$ cat src/rtl/spi_tc_pkg.sv
// Shared types for the multi-target SPI master.
// Assumes nothing beyond standard SystemVerilog packages.
package spi_tc_pkg;

    // Sequencer phases of one burst.
    typedef enum logic [2:0] {
        ST_IDLE,
        ST_SETUP,
        ST_XFER,
        ST_HOLD,
        ST_TAIL
    } tc_state_e;

endpackage

$ cat src/rtl/spi_tc_cfg_table.sv
// Per-target settings storage: polarity, phase and divider for each target.
// One write port and one combinational read port.
// Assumes rd_idx and wr_idx are below NUM_TGT.
module spi_tc_cfg_table #(
    parameter int NUM_TGT = 4,
    parameter int DIV_W   = 8,
    parameter int TGT_W   = 2
) (
    input  logic             clk,
    input  logic             rst_n,
    input  logic             wr_en,
    input  logic [TGT_W-1:0] wr_idx,
    input  logic             wr_cpol,
    input  logic             wr_cpha,
    input  logic [DIV_W-1:0] wr_div,
    input  logic [TGT_W-1:0] rd_idx,
    output logic             rd_cpol,
    output logic             rd_cpha,
    output logic [DIV_W-1:0] rd_div
);

    logic             cpol_q [NUM_TGT];
    logic             cpha_q [NUM_TGT];
    logic [DIV_W-1:0] div_q  [NUM_TGT];

    for (genvar g = 0; g < NUM_TGT; g++) begin : g_entry
        // Hold one target's settings; reset to mode 0 with the fastest divider.
        always_ff @(posedge clk) begin
            if (!rst_n) begin
                cpol_q[g] <= 1'b0;
                cpha_q[g] <= 1'b0;
                div_q[g]  <= '0;
            end else if (wr_en && (wr_idx == TGT_W'(g))) begin
                cpol_q[g] <= wr_cpol;
                cpha_q[g] <= wr_cpha;
                div_q[g]  <= wr_div;
            end
        end
    end

    // Read the entry of the requested target.
    always_comb begin
        rd_cpol = cpol_q[rd_idx];
        rd_cpha = cpha_q[rd_idx];
        rd_div  = div_q[rd_idx];
    end

endmodule

$ cat src/rtl/spi_tc_timer.sv
// Half-period timer: after a load of value V it flags expiry V+1 cycles later.
// Assumes the caller reloads it on each expiry it acts on.
module spi_tc_timer #(
    parameter int DIV_W = 8
) (
    input  logic             clk,
    input  logic             rst_n,
    input  logic             load,
    input  logic [DIV_W-1:0] load_val,
    output logic             expired
);

    logic [DIV_W-1:0] cnt_q;

    // Count down from the loaded divider and rest at zero.
    always_ff @(posedge clk) begin
        if (!rst_n) begin
            cnt_q <= '0;
        end else if (load) begin
            cnt_q <= load_val;
        end else if (cnt_q != '0) begin
            cnt_q <= cnt_q - 1'b1;
        end
    end

    assign expired = (cnt_q == '0);

endmodule

$ cat src/rtl/spi_tc_shift.sv
// Shift/sample engine for one byte: counts 2*DATA_W clock edges and launches
// or samples on leading/trailing edges depending on the phase.
// Assumes load and step never occur in the same cycle.
module spi_tc_shift #(
    parameter int DATA_W = 8
) (
    input  logic              clk,
    input  logic              rst_n,
    input  logic              load,
    input  logic [DATA_W-1:0] load_data,
    input  logic              load_cpha,
    input  logic              run_cpha,
    input  logic              step,
    input  logic              miso,
    output logic              mosi,
    output logic [DATA_W-1:0] rx_byte,
    output logic              last_edge
);

    localparam int EDGES  = 2 * DATA_W;
    localparam int EDGE_W = $clog2(EDGES);
    localparam logic [EDGE_W-1:0] LAST_E = EDGE_W'(EDGES - 1);

    logic [EDGE_W-1:0] ecnt_q;
    logic [DATA_W-1:0] sh_q;
    logic [DATA_W-1:0] rx_q;
    logic              mosi_q;
    logic              lead;
    logic              sample_now;

    assign lead       = ~ecnt_q[0];
    assign sample_now = (lead == ~run_cpha);
    assign last_edge  = (ecnt_q == LAST_E);

    // Load a new byte, then launch or capture one bit per clock edge.
    always_ff @(posedge clk) begin
        if (!rst_n) begin
            ecnt_q <= '0;
            sh_q   <= '0;
            rx_q   <= '0;
            mosi_q <= 1'b0;
        end else if (load) begin
            ecnt_q <= '0;
            if (!load_cpha) begin
                mosi_q <= load_data[DATA_W-1];
                sh_q   <= {load_data[DATA_W-2:0], 1'b0};
            end else begin
                sh_q   <= load_data;
            end
        end else if (step) begin
            ecnt_q <= last_edge ? '0 : ecnt_q + 1'b1;
            if (sample_now) begin
                rx_q <= {rx_q[DATA_W-2:0], miso};
            end else if (!last_edge) begin
                mosi_q <= sh_q[DATA_W-1];
                sh_q   <= {sh_q[DATA_W-2:0], 1'b0};
            end
        end
    end

    assign mosi    = mosi_q;
    assign rx_byte = rx_q;

    AST_NO_LOAD_STEP: assert property (@(posedge clk) disable iff (!rst_n)
        !(load && step));

endmodule

$ cat src/rtl/spi_multi_target_master.sv
// Multi-target SPI master. Each burst latches the selected target's table
// entry, places SCLK at its rest level, asserts the select line, and runs
// 16 edges per byte. The select line stays low until a byte flagged last.
// Assumes miso is already synchronous to clk.
module spi_multi_target_master
    import spi_tc_pkg::*;
#(
    parameter int NUM_TGT = 4,
    parameter int DIV_W   = 8,
    parameter int DATA_W  = 8,
    parameter int TGT_W   = (NUM_TGT > 1) ? $clog2(NUM_TGT) : 1
) (
    input  logic               clk,
    input  logic               rst_n,
    input  logic               cfg_we,
    input  logic [TGT_W-1:0]   cfg_tgt,
    input  logic               cfg_cpol,
    input  logic               cfg_cpha,
    input  logic [DIV_W-1:0]   cfg_div,
    input  logic               cmd_valid,
    output logic               cmd_ready,
    input  logic [TGT_W-1:0]   cmd_tgt,
    input  logic [DATA_W-1:0]  cmd_data,
    input  logic               cmd_last,
    output logic               rx_valid,
    output logic [DATA_W-1:0]  rx_data,
    output logic               sclk,
    output logic               mosi,
    input  logic               miso,
    output logic [NUM_TGT-1:0] cs_n
);

    localparam logic [NUM_TGT-1:0] ONE_SEL = NUM_TGT'(1);

    tc_state_e          state_q;
    logic [TGT_W-1:0]   act_tgt_q;
    logic               act_cpol_q;
    logic               act_cpha_q;
    logic [DIV_W-1:0]   act_div_q;
    logic               act_last_q;
    logic               sclk_q;
    logic [NUM_TGT-1:0] cs_n_q;
    logic               rx_valid_q;

    logic               tbl_cpol;
    logic               tbl_cpha;
    logic [DIV_W-1:0]   tbl_div;
    logic               accept;
    logic               tmr_load;
    logic [DIV_W-1:0]   tmr_val;
    logic               tmr_exp;
    logic               step;
    logic               last_edge;
    logic               load_cpha;

    spi_tc_cfg_table #(
        .NUM_TGT (NUM_TGT),
        .DIV_W   (DIV_W),
        .TGT_W   (TGT_W)
    ) cfg_i (
        .clk     (clk),
        .rst_n   (rst_n),
        .wr_en   (cfg_we),
        .wr_idx  (cfg_tgt),
        .wr_cpol (cfg_cpol),
        .wr_cpha (cfg_cpha),
        .wr_div  (cfg_div),
        .rd_idx  (cmd_tgt),
        .rd_cpol (tbl_cpol),
        .rd_cpha (tbl_cpha),
        .rd_div  (tbl_div)
    );

    spi_tc_timer #(
        .DIV_W (DIV_W)
    ) tmr_i (
        .clk      (clk),
        .rst_n    (rst_n),
        .load     (tmr_load),
        .load_val (tmr_val),
        .expired  (tmr_exp)
    );

    spi_tc_shift #(
        .DATA_W (DATA_W)
    ) shf_i (
        .clk       (clk),
        .rst_n     (rst_n),
        .load      (accept),
        .load_data (cmd_data),
        .load_cpha (load_cpha),
        .run_cpha  (act_cpha_q),
        .step      (step),
        .miso      (miso),
        .mosi      (mosi),
        .rx_byte   (rx_data),
        .last_edge (last_edge)
    );

    // Handshake and control strobes derived from the current phase.
    always_comb begin
        cmd_ready = (state_q == ST_IDLE) || (state_q == ST_HOLD);
        accept    = cmd_valid && cmd_ready;
        step      = (state_q == ST_XFER) && tmr_exp;
        load_cpha = (state_q == ST_IDLE) ? tbl_cpha : act_cpha_q;
        tmr_val   = (state_q == ST_IDLE) ? tbl_div  : act_div_q;
        tmr_load  = accept
                 || ((state_q == ST_SETUP) && tmr_exp)
                 || (step && (!last_edge || act_last_q));
    end

    // Burst sequencer: latch settings, select, clock bytes, release.
    always_ff @(posedge clk) begin
        if (!rst_n) begin
            state_q    <= ST_IDLE;
            act_tgt_q  <= '0;
            act_cpol_q <= 1'b0;
            act_cpha_q <= 1'b0;
            act_div_q  <= '0;
            act_last_q <= 1'b0;
            sclk_q     <= 1'b0;
            cs_n_q     <= '1;
            rx_valid_q <= 1'b0;
        end else begin
            rx_valid_q <= step && last_edge;
            unique case (state_q)
                ST_IDLE: begin
                    if (accept) begin
                        act_tgt_q  <= cmd_tgt;
                        act_cpol_q <= tbl_cpol;
                        act_cpha_q <= tbl_cpha;
                        act_div_q  <= tbl_div;
                        act_last_q <= cmd_last;
                        sclk_q     <= tbl_cpol;
                        state_q    <= ST_SETUP;
                    end
                end
                ST_SETUP: begin
                    if (tmr_exp) begin
                        cs_n_q  <= ~(ONE_SEL << act_tgt_q);
                        state_q <= ST_XFER;
                    end
                end
                ST_XFER: begin
                    if (step) begin
                        sclk_q <= ~sclk_q;
                        if (last_edge) begin
                            state_q <= act_last_q ? ST_TAIL : ST_HOLD;
                        end
                    end
                end
                ST_HOLD: begin
                    if (accept) begin
                        act_last_q <= cmd_last;
                        state_q    <= ST_XFER;
                    end
                end
                ST_TAIL: begin
                    if (tmr_exp) begin
                        cs_n_q  <= '1;
                        state_q <= ST_IDLE;
                    end
                end
                default: state_q <= ST_IDLE;
            endcase
        end
    end

    assign sclk     = sclk_q;
    assign cs_n     = cs_n_q;
    assign rx_valid = rx_valid_q;

    AST_ONE_SELECT: assert property (@(posedge clk) disable iff (!rst_n)
        $countones(~cs_n_q) <= 1);

    AST_IDLE_SCLK_LEVEL: assert property (@(posedge clk) disable iff (!rst_n)
        (state_q == ST_IDLE) |-> (sclk_q == act_cpol_q));

    AST_SCLK_QUIET_UNSELECTED: assert property (@(posedge clk) disable iff (!rst_n)
        ((&cs_n_q) && $past(&cs_n_q) && (state_q != ST_SETUP)) |-> $stable(sclk_q));

    AST_RX_PULSE: assert property (@(posedge clk) disable iff (!rst_n)
        rx_valid_q |=> !rx_valid_q);

    AST_SELECT_STEADY: assert property (@(posedge clk) disable iff (!rst_n)
        ((state_q == ST_XFER) && $past(state_q == ST_XFER)) |-> $stable(cs_n_q));

endmodule

$ cat config.mk
export PLATFORM = sky130hd
export DESIGN_NAME = spi_multi_target_master
export DESIGN_NICKNAME = d
export VERILOG_FILES = /design/src/rtl/spi_tc_pkg.sv /design/src/rtl/spi_tc_cfg_table.sv /design/src/rtl/spi_tc_timer.sv /design/src/rtl/spi_tc_shift.sv /design/src/rtl/spi_multi_target_master.sv
export SDC_FILE = /design/constraint.sdc
export NUM_CORES = 1
export LEC_CHECK = 0
export CAP_MARGIN = 20
export CORE_UTILIZATION = 30
export DETAILED_ROUTE_END_ITERATION = 16
export GPL_TIMING_DRIVEN = 0
export PLACE_DENSITY_LB_ADDON = 0.25
export SETUP_SLACK_MARGIN = 0.2
export SYNTH_ARGS = -nofsm -noshare
export SYNTH_HDL_FRONTEND = slang
export SYNTH_HIERARCHICAL = 1
export SYNTH_SLANG_ARGS = --single-unit
$ cat constraint.sdc
create_clock -name clk -period 2.2 [get_ports clk]
set_input_delay 0.33 -clock clk [delete_from_list [all_inputs] [get_ports clk]]
set_output_delay 0.33 -clock clk [all_outputs]
set_load 0.01 [all_outputs]
==> results.md, run 1 <==
- Drt total wl: 9950 um
- DRC Markers: 0
- CP most frequent cell: buf_6
- Pwr Density: 894 nW/um^2
- Fin. max-slew vios: 0
- Inserted Diodes: 0
- Tightest Pin Transition: 0.706 ns
- Endpoints failing hold: 0
- RSZ-0062 raised after global routing: yes
- Root Buffer: clkbuf_16
- Largest net degree at the start of global routing: 20
- Hold Slack: 0.454 ns
- Mapped cell area: 4440 um^2
- Finish-stage setup viols: 0
- Setup TNS: 0 ns
- Met2 wire len: 4840 um
- Clock sink total: 90
- Gate Count Post-Synth: 422
- CTS tree: done
- DRT Pass-1 Iters: 8
- Ys Warns: 6
- Flops & latches, synth: 90
- Met1 wire length: 4560 um
- Max_cap viols: 0
- Worst R2R Path Depth: 8
- Global-route wire length before repair: 16,400 um
- FP Rows: 44
- Worst skew pair latency: 0.34 ns
- Fraction of layout instances using a drive strength above 1: 22.0%
- Setup Slack @ Placement: -0.588 ns
- Io pins: 44
- Hold Crit Class: in -> reg
- Antenna violations before repair: 0
- Cells after DPL: 651
- Max transition margin: 53.0%
- Met3 wire length: 303 um
- Critical path capture point type: register
- Fin crit period: 2.04 ns
- Fin worst setup slack: 0.156 ns
- I/O Buffers: 43
- Area growth, synth to finish: 28.8%
- Lkg Pwr: 0.00208 uW
- CTS Hold Bufs: 0
- Global route overflow: 0
- DRT iter0 DRCs: 157
- Final period utilization: 92.9%
- Die ar.: 15,300 um^2
- H-tree depth: 3
- Final net count: 526
- Clock buffer depth: 2
- Worst r2r src: tmr_i/cnt_q[3]
- Reg2reg end: shf_i/sh_q[2]
- Avg Inst Size Synth: 10.5 um^2
- Per-cell routed wire length: 14.5 um
- CP Class: reg -> reg
- DP HPWL: 6720 um
- ANT nets after route: 0
- Via count: 3,378
- Async S/R FF share, synth: 0%
- Vias in the first global route: 3,352
- Crit-path max cell delay: 0.36 ns
- Worst setup SP type: register
- Placer Congestion: 0.778
- Die Height: 124 um
- R2R setup slack: 0.16 ns
- Post-Layout Cell Count: 685
- Post-synth EDFFs: 38
- Top Layer Used: met4
- Number of distinct library cells after synthesis: 56
- Crit path from: tmr_i/cnt_q[3]
- Max VDD drop: 0.419 mV
- Worst path cell trace: nor4_4 -> and4bb_1 -> buf_6 -> buf_8 -> and4bb_4 -> buf_6 -> a31oi_1 -> o311a_1
- Vias/cell: 4.93
- Status: complete, no violations
- CP max FO: 6
- CTS Buf Count: 9
- Top FF cell, synth: dfxtp_1
- Clk_skew: 0.00799 ns
- Syn Nets: 452
- Initial Utilization: 30.6%
- Critical path's slowest cell: dfxtp_4
- Sequential area share after synthesis: 49.2%
- Area of the core: 14,500 um^2
- GRT Total Usage: 14.1%
- Worst-path clk slew: 0.07 ns
- Crit path to: shf_i/sh_q[2]
- Die width: 124 um
- Critical Path RT: 2.43 ns
- Arrival time worst endpoint: 2.27 ns
- Number of fillers in the final layout: 1,399
- Fmax: 0.489 GHz
-- cell families after synthesis --
logic type               share of synthesized area, %
flip-flops                                       49.2
multiplexers                                     10.3
buffers and inverters                            4.74
AND/OR/NAND/NOR                                  21.7
adder cells (fa/ha/maj)                         0.564
AO/OA/AOI/OAI                                    11.8
XOR/XNOR                                         1.75
-- cells in the mapped netlist (2+ instances only) --
cell type  count  share of area (%)
a21boi_0       9                1.5
a21oi_1       21                2.4
a31oi_1        9                1.3
and2_1        38                5.4
and3_1         2               0.28
and4b_1        2               0.45
and4bb_1       2               0.56
buf_1          2               0.17
buf_2          4               0.45
buf_4          7                1.2
buf_6          2               0.51
clkbuf_1       8               0.68
clkbuf_2       2               0.23
dfxtp_1       52                 23
edfxtp_1      38                 26
ha_1           2               0.56
inv_1         17                1.4
mux2_2         9                2.3
mux2i_1       13                2.9
mux4_2        10                5.1
nand2_1       56                4.7
nand2b_1       8                1.1
nand3_1       18                2.0
nand4_1        2               0.28
nor2_1         5               0.42
nor2b_1        4               0.56
nor3_1        16                1.8
nor4b_4        2                1.1
o211ai_1       2               0.34
o21ai_0       19                2.1
o311a_1        8                1.8
o31ai_1        4               0.68
xnor2_1        4               0.79
xor2_1         3               0.59
-- through the flow --
stage	util [%]	power [uW]	area, um^2
after floorplan	-	3050	4490
after global placement	35.6	3360	5150
after detailed placement	35.7	3400	5160
after CTS	38.7	5060	5610
after global routing	39.5	5370	5710
final	39.5	5110	5710
-- where the power goes --
group          total (uW)  internal (uW)  switching [uW]
logic                1520            779             741
clock network        1520            804             720
registers            2060           1940             124
total                5110           3520            1590
-- how the worst min path moves through the flow --
| stage | startpoint | to | slack, ns | depth (start not counted) |
|---|---|---|---|---|
| 3_3_place_gp | act_div_q[2] | act_div_q[2] | 0.44 | 2 |
| 5_1_grt | cmd_tgt[0] | act_tgt_q[0] | 0.47 | 3 |
| 2_1_floorplan | act_div_q[0] | act_div_q[0] | 0.43 | 2 |
| 4_1_cts | cmd_tgt[0] | act_tgt_q[0] | 0.45 | 3 |
| 3_5_place_dp | act_div_q[0] | act_div_q[0] | 0.45 | 2 |
| 6_report | cmd_tgt[0] | act_tgt_q[0] | 0.45 | 3 |
-- per-layer routing --
metal | vias up | track usage, %
li1 | 1683 | -
met1 | 1620 | 17.7
met2 | 55 | 23.3
met3 | 20 | 2.47
met4 | 0 | 6.55
met5 | - | 0
-- layout by cell type, fill, tap and decap left out, drive strengths merged, types with 2 or more instances in the layout --
cell type	count
nand2	56
dfxtp	52
clkdlybuf4s50	40
and2	38
edfxtp	38
buf	37
inv	22
a21oi	21
o21ai	19
nand3	18
nor3	17
clkbuf	16
mux2i	13
mux4	10
a31oi	9
mux2	9
a21boi	9
nand2b	8
o311a	8
nor2	5
xnor2	4
o31ai	4
nor2b	4
xor2	4
and4bb	4
dlygate4sd2	3
clkinv	3
nor4b	2
nand4	2
and3	2
o211ai	2
and4b	2
a311oi	2
ha	2
nor3b	2
-- repair_timing --
action | CTS | global route
setup endpoints to repair | 40 | 28
gates cloned | 3 | 0
setup buffers | 7 | 9
pin swaps | 20 | 11
resized for setup | 27 | 15
-- flip-flops by register name, indices dropped and copies added, names as in the netlist, 2 cells and up --
register,flops
shf_i/ecnt_q,4
shf_i/rx_byte,8
cfg_i/div_q,32
act_div_q,8
shf_i/sh_q,8
tmr_i/cnt_q,8
cfg_i/cpol_q,4
cfg_i/cpha_q,4
act_tgt_q,2
state_q,3
cs_n,4
-- critical path: cells and delay by family, from the launching register on --
family / cells / cell delay, ns
AO/OA/AOI/OAI: 2 / 0.40
buffers and inverters: 3 / 0.35
AND/OR/NAND/NOR: 3 / 0.82
flip-flops: 1 / 0.36
-- final cells by class --
cell class | instances | area (um^2) | area share, %
clock buffer | 9 | 225 | 3.94
sequential | 90 | 2190 | 38.4
buffer | 24 | 183 | 3.20
multi-input combinational | 290 | 2140 | 37.5
inverter | 18 | 70.1 | 1.23
timing repair buffer | 63 | 593 | 10.4
clock inverter | 7 | 73.8 | 1.29
tap | 184 | 230 | 4.03
Note: power is estimated with default switching activity, not from simulation.
==> run 2, diff against run 1 <==
Settings changed: GPL_ROUTABILITY_DRIVEN set to 0, SYNTH_HIERARCHICAL 1 to not set.
==> run 2 against run 1 <==
Against the previous run:
- the run now ends with design-rule violations left
- global-route usage is 1.1 points higher
- die area is 3.4% higher
- final cell count is 3.2% higher
- non-clock buffer count is 5 higher
- flip-flop and latch count stayed put
- sequential power is 4% higher
- sequential share of layout area is 1.0 points lower
- worst hold slack worse by 0.037 ns
- clock power is 4% higher
- area after synthesis is 3.4% higher
- clock skew hardly changed
- critical path type unchanged
- largest cell class is now multi-input gates
- highest routed layer unchanged
==> results.md, run 2 <==
- Inserted Diodes: 0 (unchanged)
- Flop pwr share: 34.4% (-6.0 points)
- Lkg Pwr: 0.00214 uW (+3.2%)
- Async S/R FF share, synth: 0% (unchanged)
- Clk_skew: 0.00758 ns (-0.000412 ns)
- I/O Buffers: 42 (-2.3%)
- Post-route cell area: 5870 um^2 (+2.6%)
- Sink of the worst hold path: tmr_i.cnt_q[2]
- Most frequent cells after synthesis: dfxtp_1 (52), and2_1 (39), edfxtp_1 (38), nand2_1 (35), o21ai_0 (34)
- Reg2reg end: shf_i.sh_q[4]
- P_int: 4050 uW (+15%)
- ANT nets after route: 0 (unchanged)
- Worst R2R Path Depth: 7 (-1)
- Failing checks: design-rule violations
- Global-route wire length before repair: 18,500 um (+13%)
- DRT Pass-1 Iters: 10 (+2)
- CTS tree: done
- Switch Pwr: 2190 uW (+38%)
- Number of flip-flops in the largest register: 32 (unchanged)
- Number of distinct library cells after synthesis: 58 (+3.6%)
- Worst setup SP type: register
- Status: finished with violations
- Arrival time worst endpoint: 2.24 ns (-0.03 ns)
- CTS Hold Bufs: 0 (unchanged)
- Clock buffer depth: 2 (unchanged)
- Fmax: 0.502 GHz (+2.5%)
- Commonest non-fill, non-tap cells in the layout: dfxtp_1 (49), clkdlybuf4s50_1 (41), and2_1 (39)
- Post-synth EDFFs: 38 (unchanged)
- Logic pwr share: 40.3% (+10 points)
- Flops & latches, synth: 90 (unchanged)
- Max VDD drop: 0.462 mV (+10%)
- HP Start: rst_n
- H-tree depth: 3 (unchanged)
- Area of the core: 14,700 um^2 (+1.5%)
- Most numerous cell in the Yosys netlist: dfxtp_1
- Tightest Pin Transition: 0.785 ns (+0.0793 ns)
- Fin. max-slew vios: 0 (unchanged)
- Worst-path clk slew: 0.07 ns (about the same)
- Switching part of the total: 35.1% (+4.0 points)
- DP HPWL: 7740 um (+15%)
- Commonest non-fill, non-tap cell in the layout: dfxtp_1
- Largest Register: cfg_i.div_q
- Final period utilization: 90.6% (-2.3 points)
- Critical Path RT: 2.44 ns (about the same)
- Finish-stage setup viols: 0 (unchanged)
- CP Class: reg -> reg
- CTS Buf Count: 9 (unchanged)
- Die width: 126 um (+1.7%)
- Gate Count Post-Synth: 441 (+4.5%)
- Io pins: 44 (unchanged)
- Syn Nets: 472 (+4.4%)
- Fraction of layout instances using a drive strength above 1: 18.9% (-3.0 points)
- Max transition margin: 47.5% (-5.5 points)
- Per-cell routed wire length: 15.9 um (+9.5%)
- Global route overflow: 0 (unchanged)
- Via count: 3,620 (+7.2%)
- Number of fillers in the final layout: 1,398 (-0.071%)
- Mapped cell area: 4590 um^2 (+3.4%)
- Top FF cell, synth: dfxtp_1
- Clock sink total: 90 (unchanged)
- R2R setup slack: 0.21 ns (+0.05 ns)
- GRT Total Usage: 15.1% (+1.1 points)
- Die ar.: 15,800 um^2 (+3.4%)
- Vias/cell: 5.12 (+3.8%)
- Ranking of synthesized cells by area: edfxtp_1 (25%), dfxtp_1 (23%), mux2i_1 (5.5%)
- Share of the synthesized area in the top cell type: 24.9% (-0.85 points)
- DRC Markers: 2 (+2)
- Vias in the first global route: 3,583 (+6.9%)
- Avg Inst Size Synth: 10.4 um^2 (-1.0%)
- Worst skew pair latency: 0.35 ns (about the same)
- Final net count: 549 (+4.4%)
- Sequential area share after synthesis: 47.6% (-1.6 points)
- Hold path depth: 3 (unchanged)
- Area growth, synth to finish: 27.9%
- Setup TNS: 0 ns (unchanged)
- Hold Crit Class: in -> reg
- Fin crit period: 1.99 ns (-0.0508 ns)
- Util after Layout: 39.9% (+0.44 points)
- DRT iter0 DRCs: 203 (+29%)
- CP max FO: 5 (-1)
- Area leader, netlist: edfxtp_1
- Worst r2r src: tmr_i.cnt_q[0]
- Root Buffer: clkbuf_16
- Antenna violations before repair: 0 (unchanged)
- FP Rows: 44 (unchanged)
- Die Height: 126 um (+1.7%)
- Largest net degree at the start of global routing: 17 (-15%)
- Clock power frac: 25.3% (-4.6 points)
- Max_cap viols: 0 (unchanged)
- Cells after DPL: 669 (+2.8%)
- Drt total wl: 11,200 um (+13%)
- Critical path capture point type: register
- RSZ-0062 raised after global routing: yes
- Hold Slack: 0.417 ns (-0.0374 ns)
- Pwr Density: 1060 nW/um^2 (+19%)
- Cell Area, Placed: 5250 um^2 (+1.7%)
- Ys Warns: 0 (-6)
- Endpoints failing hold: 0 (unchanged)
- Post-Layout Cell Count: 707 (+3.2%)
- Initial Utilization: 31.2% (+0.57 points)
## run 2: cell types whose count changed in the layout (fill, tap and decap cells not counted), sizes merged, moves of 12 or more
cell,delta
nand2,-20
o21ai,+15
clkbuf,+12
mux2i,+13
nor2,+13
## run 2: per-layer routing
metal / wire [um] / global-route usage (%) / vias to the layer above / share of wire, %
li1: - / - / 1777 / -
met1: 5070 / 18.7 / 1745 / 45
met2: 5570 / 25.5 / 88 / 50
met3: 452 / 4.08 / 10 / 4.0
met4: 155 / 5.09 / 0 / 1.4
met5: 0 / 0 / - / 0
## run 2: worst max path at each step
stage	startpoint	end	slack (ns)	cells past startpoint
final	tmr_i.cnt_q[0]	shf_i.sh_q[4]	0.21	7
after global routing	tmr_i.cnt_q[0]	shf_i.sh_q[4]	0.1	7
after CTS	state_q[2]	shf_i.ecnt_q[3]	0.20	5
after detailed placement	cmd_tgt[0]	shf_i.sh_q[1]	-0.40	5
after global placement	cfg_tgt[0]	cfg_i.div_q[0][5]	-0.51	3
after floorplan	tmr_i.cnt_q[0]	tmr_i.cnt_q[7]	0.21	6
## run 2: kinds of logic after synthesis
group                      share of synthesized area (%)
AOI/OAI and AO/OA                                   13.2
and+or+nand+nor                                     21.1
buffers and inverters                               3.76
muxes                                               12.2
xor gates and xnor gates                            1.34
DFF                                                 47.6
adders and majority gates                          0.818
## run 2: through the flow
stage	total power (uW)	setup slack, ns
after CTS	6090	0.198
final	6240	0.206
after global routing	6600	0.0950
after detailed placement	4160	-0.401
after floorplan	3620	0.212
after global placement	4130	-0.508
## run 2: repair_timing
action                                  4_1_cts  5_1_grt
resized for setup                            28       16
cloned                                        1        0
endpoints found under the setup margin       37       38
pin swaps                                     5       14
setup buffers                                11       10
## run 2: power groups by stage
stage	combinational, uW	clock, uW	sequential [uW]
CTS	2330	1630	2130
detailed placement	2020	0	2140
global route	2740	1680	2170
floorplan	1510	0	2110
global placement	1990	0	2140
finish	2510	1580	2140
## run 2: worst max-delay path: stages (launching register included)
cell and delay (ns):
dfxtp_4 0.36, inv_4 0.07, ha_4 0.14, or4b_4 0.51, nor4_4 0.35, buf_6 0.19
mux2i_1 0.20, nor3_1 0.06
## run 2: cell type report
cell class,count,area (um^2),share of cell area [%]
Multi-Input combinational cell,312,2320,39.5
Sequential cell,90,2190,37.4
Timing Repair Buffer,66,619,10.6
Clock buffer,11,233,3.97
Tap cell,184,230,3.92
Buffer,26,155,2.65
Clock inverter,5,63.8,1.09
Inverter,13,53.8,0.917
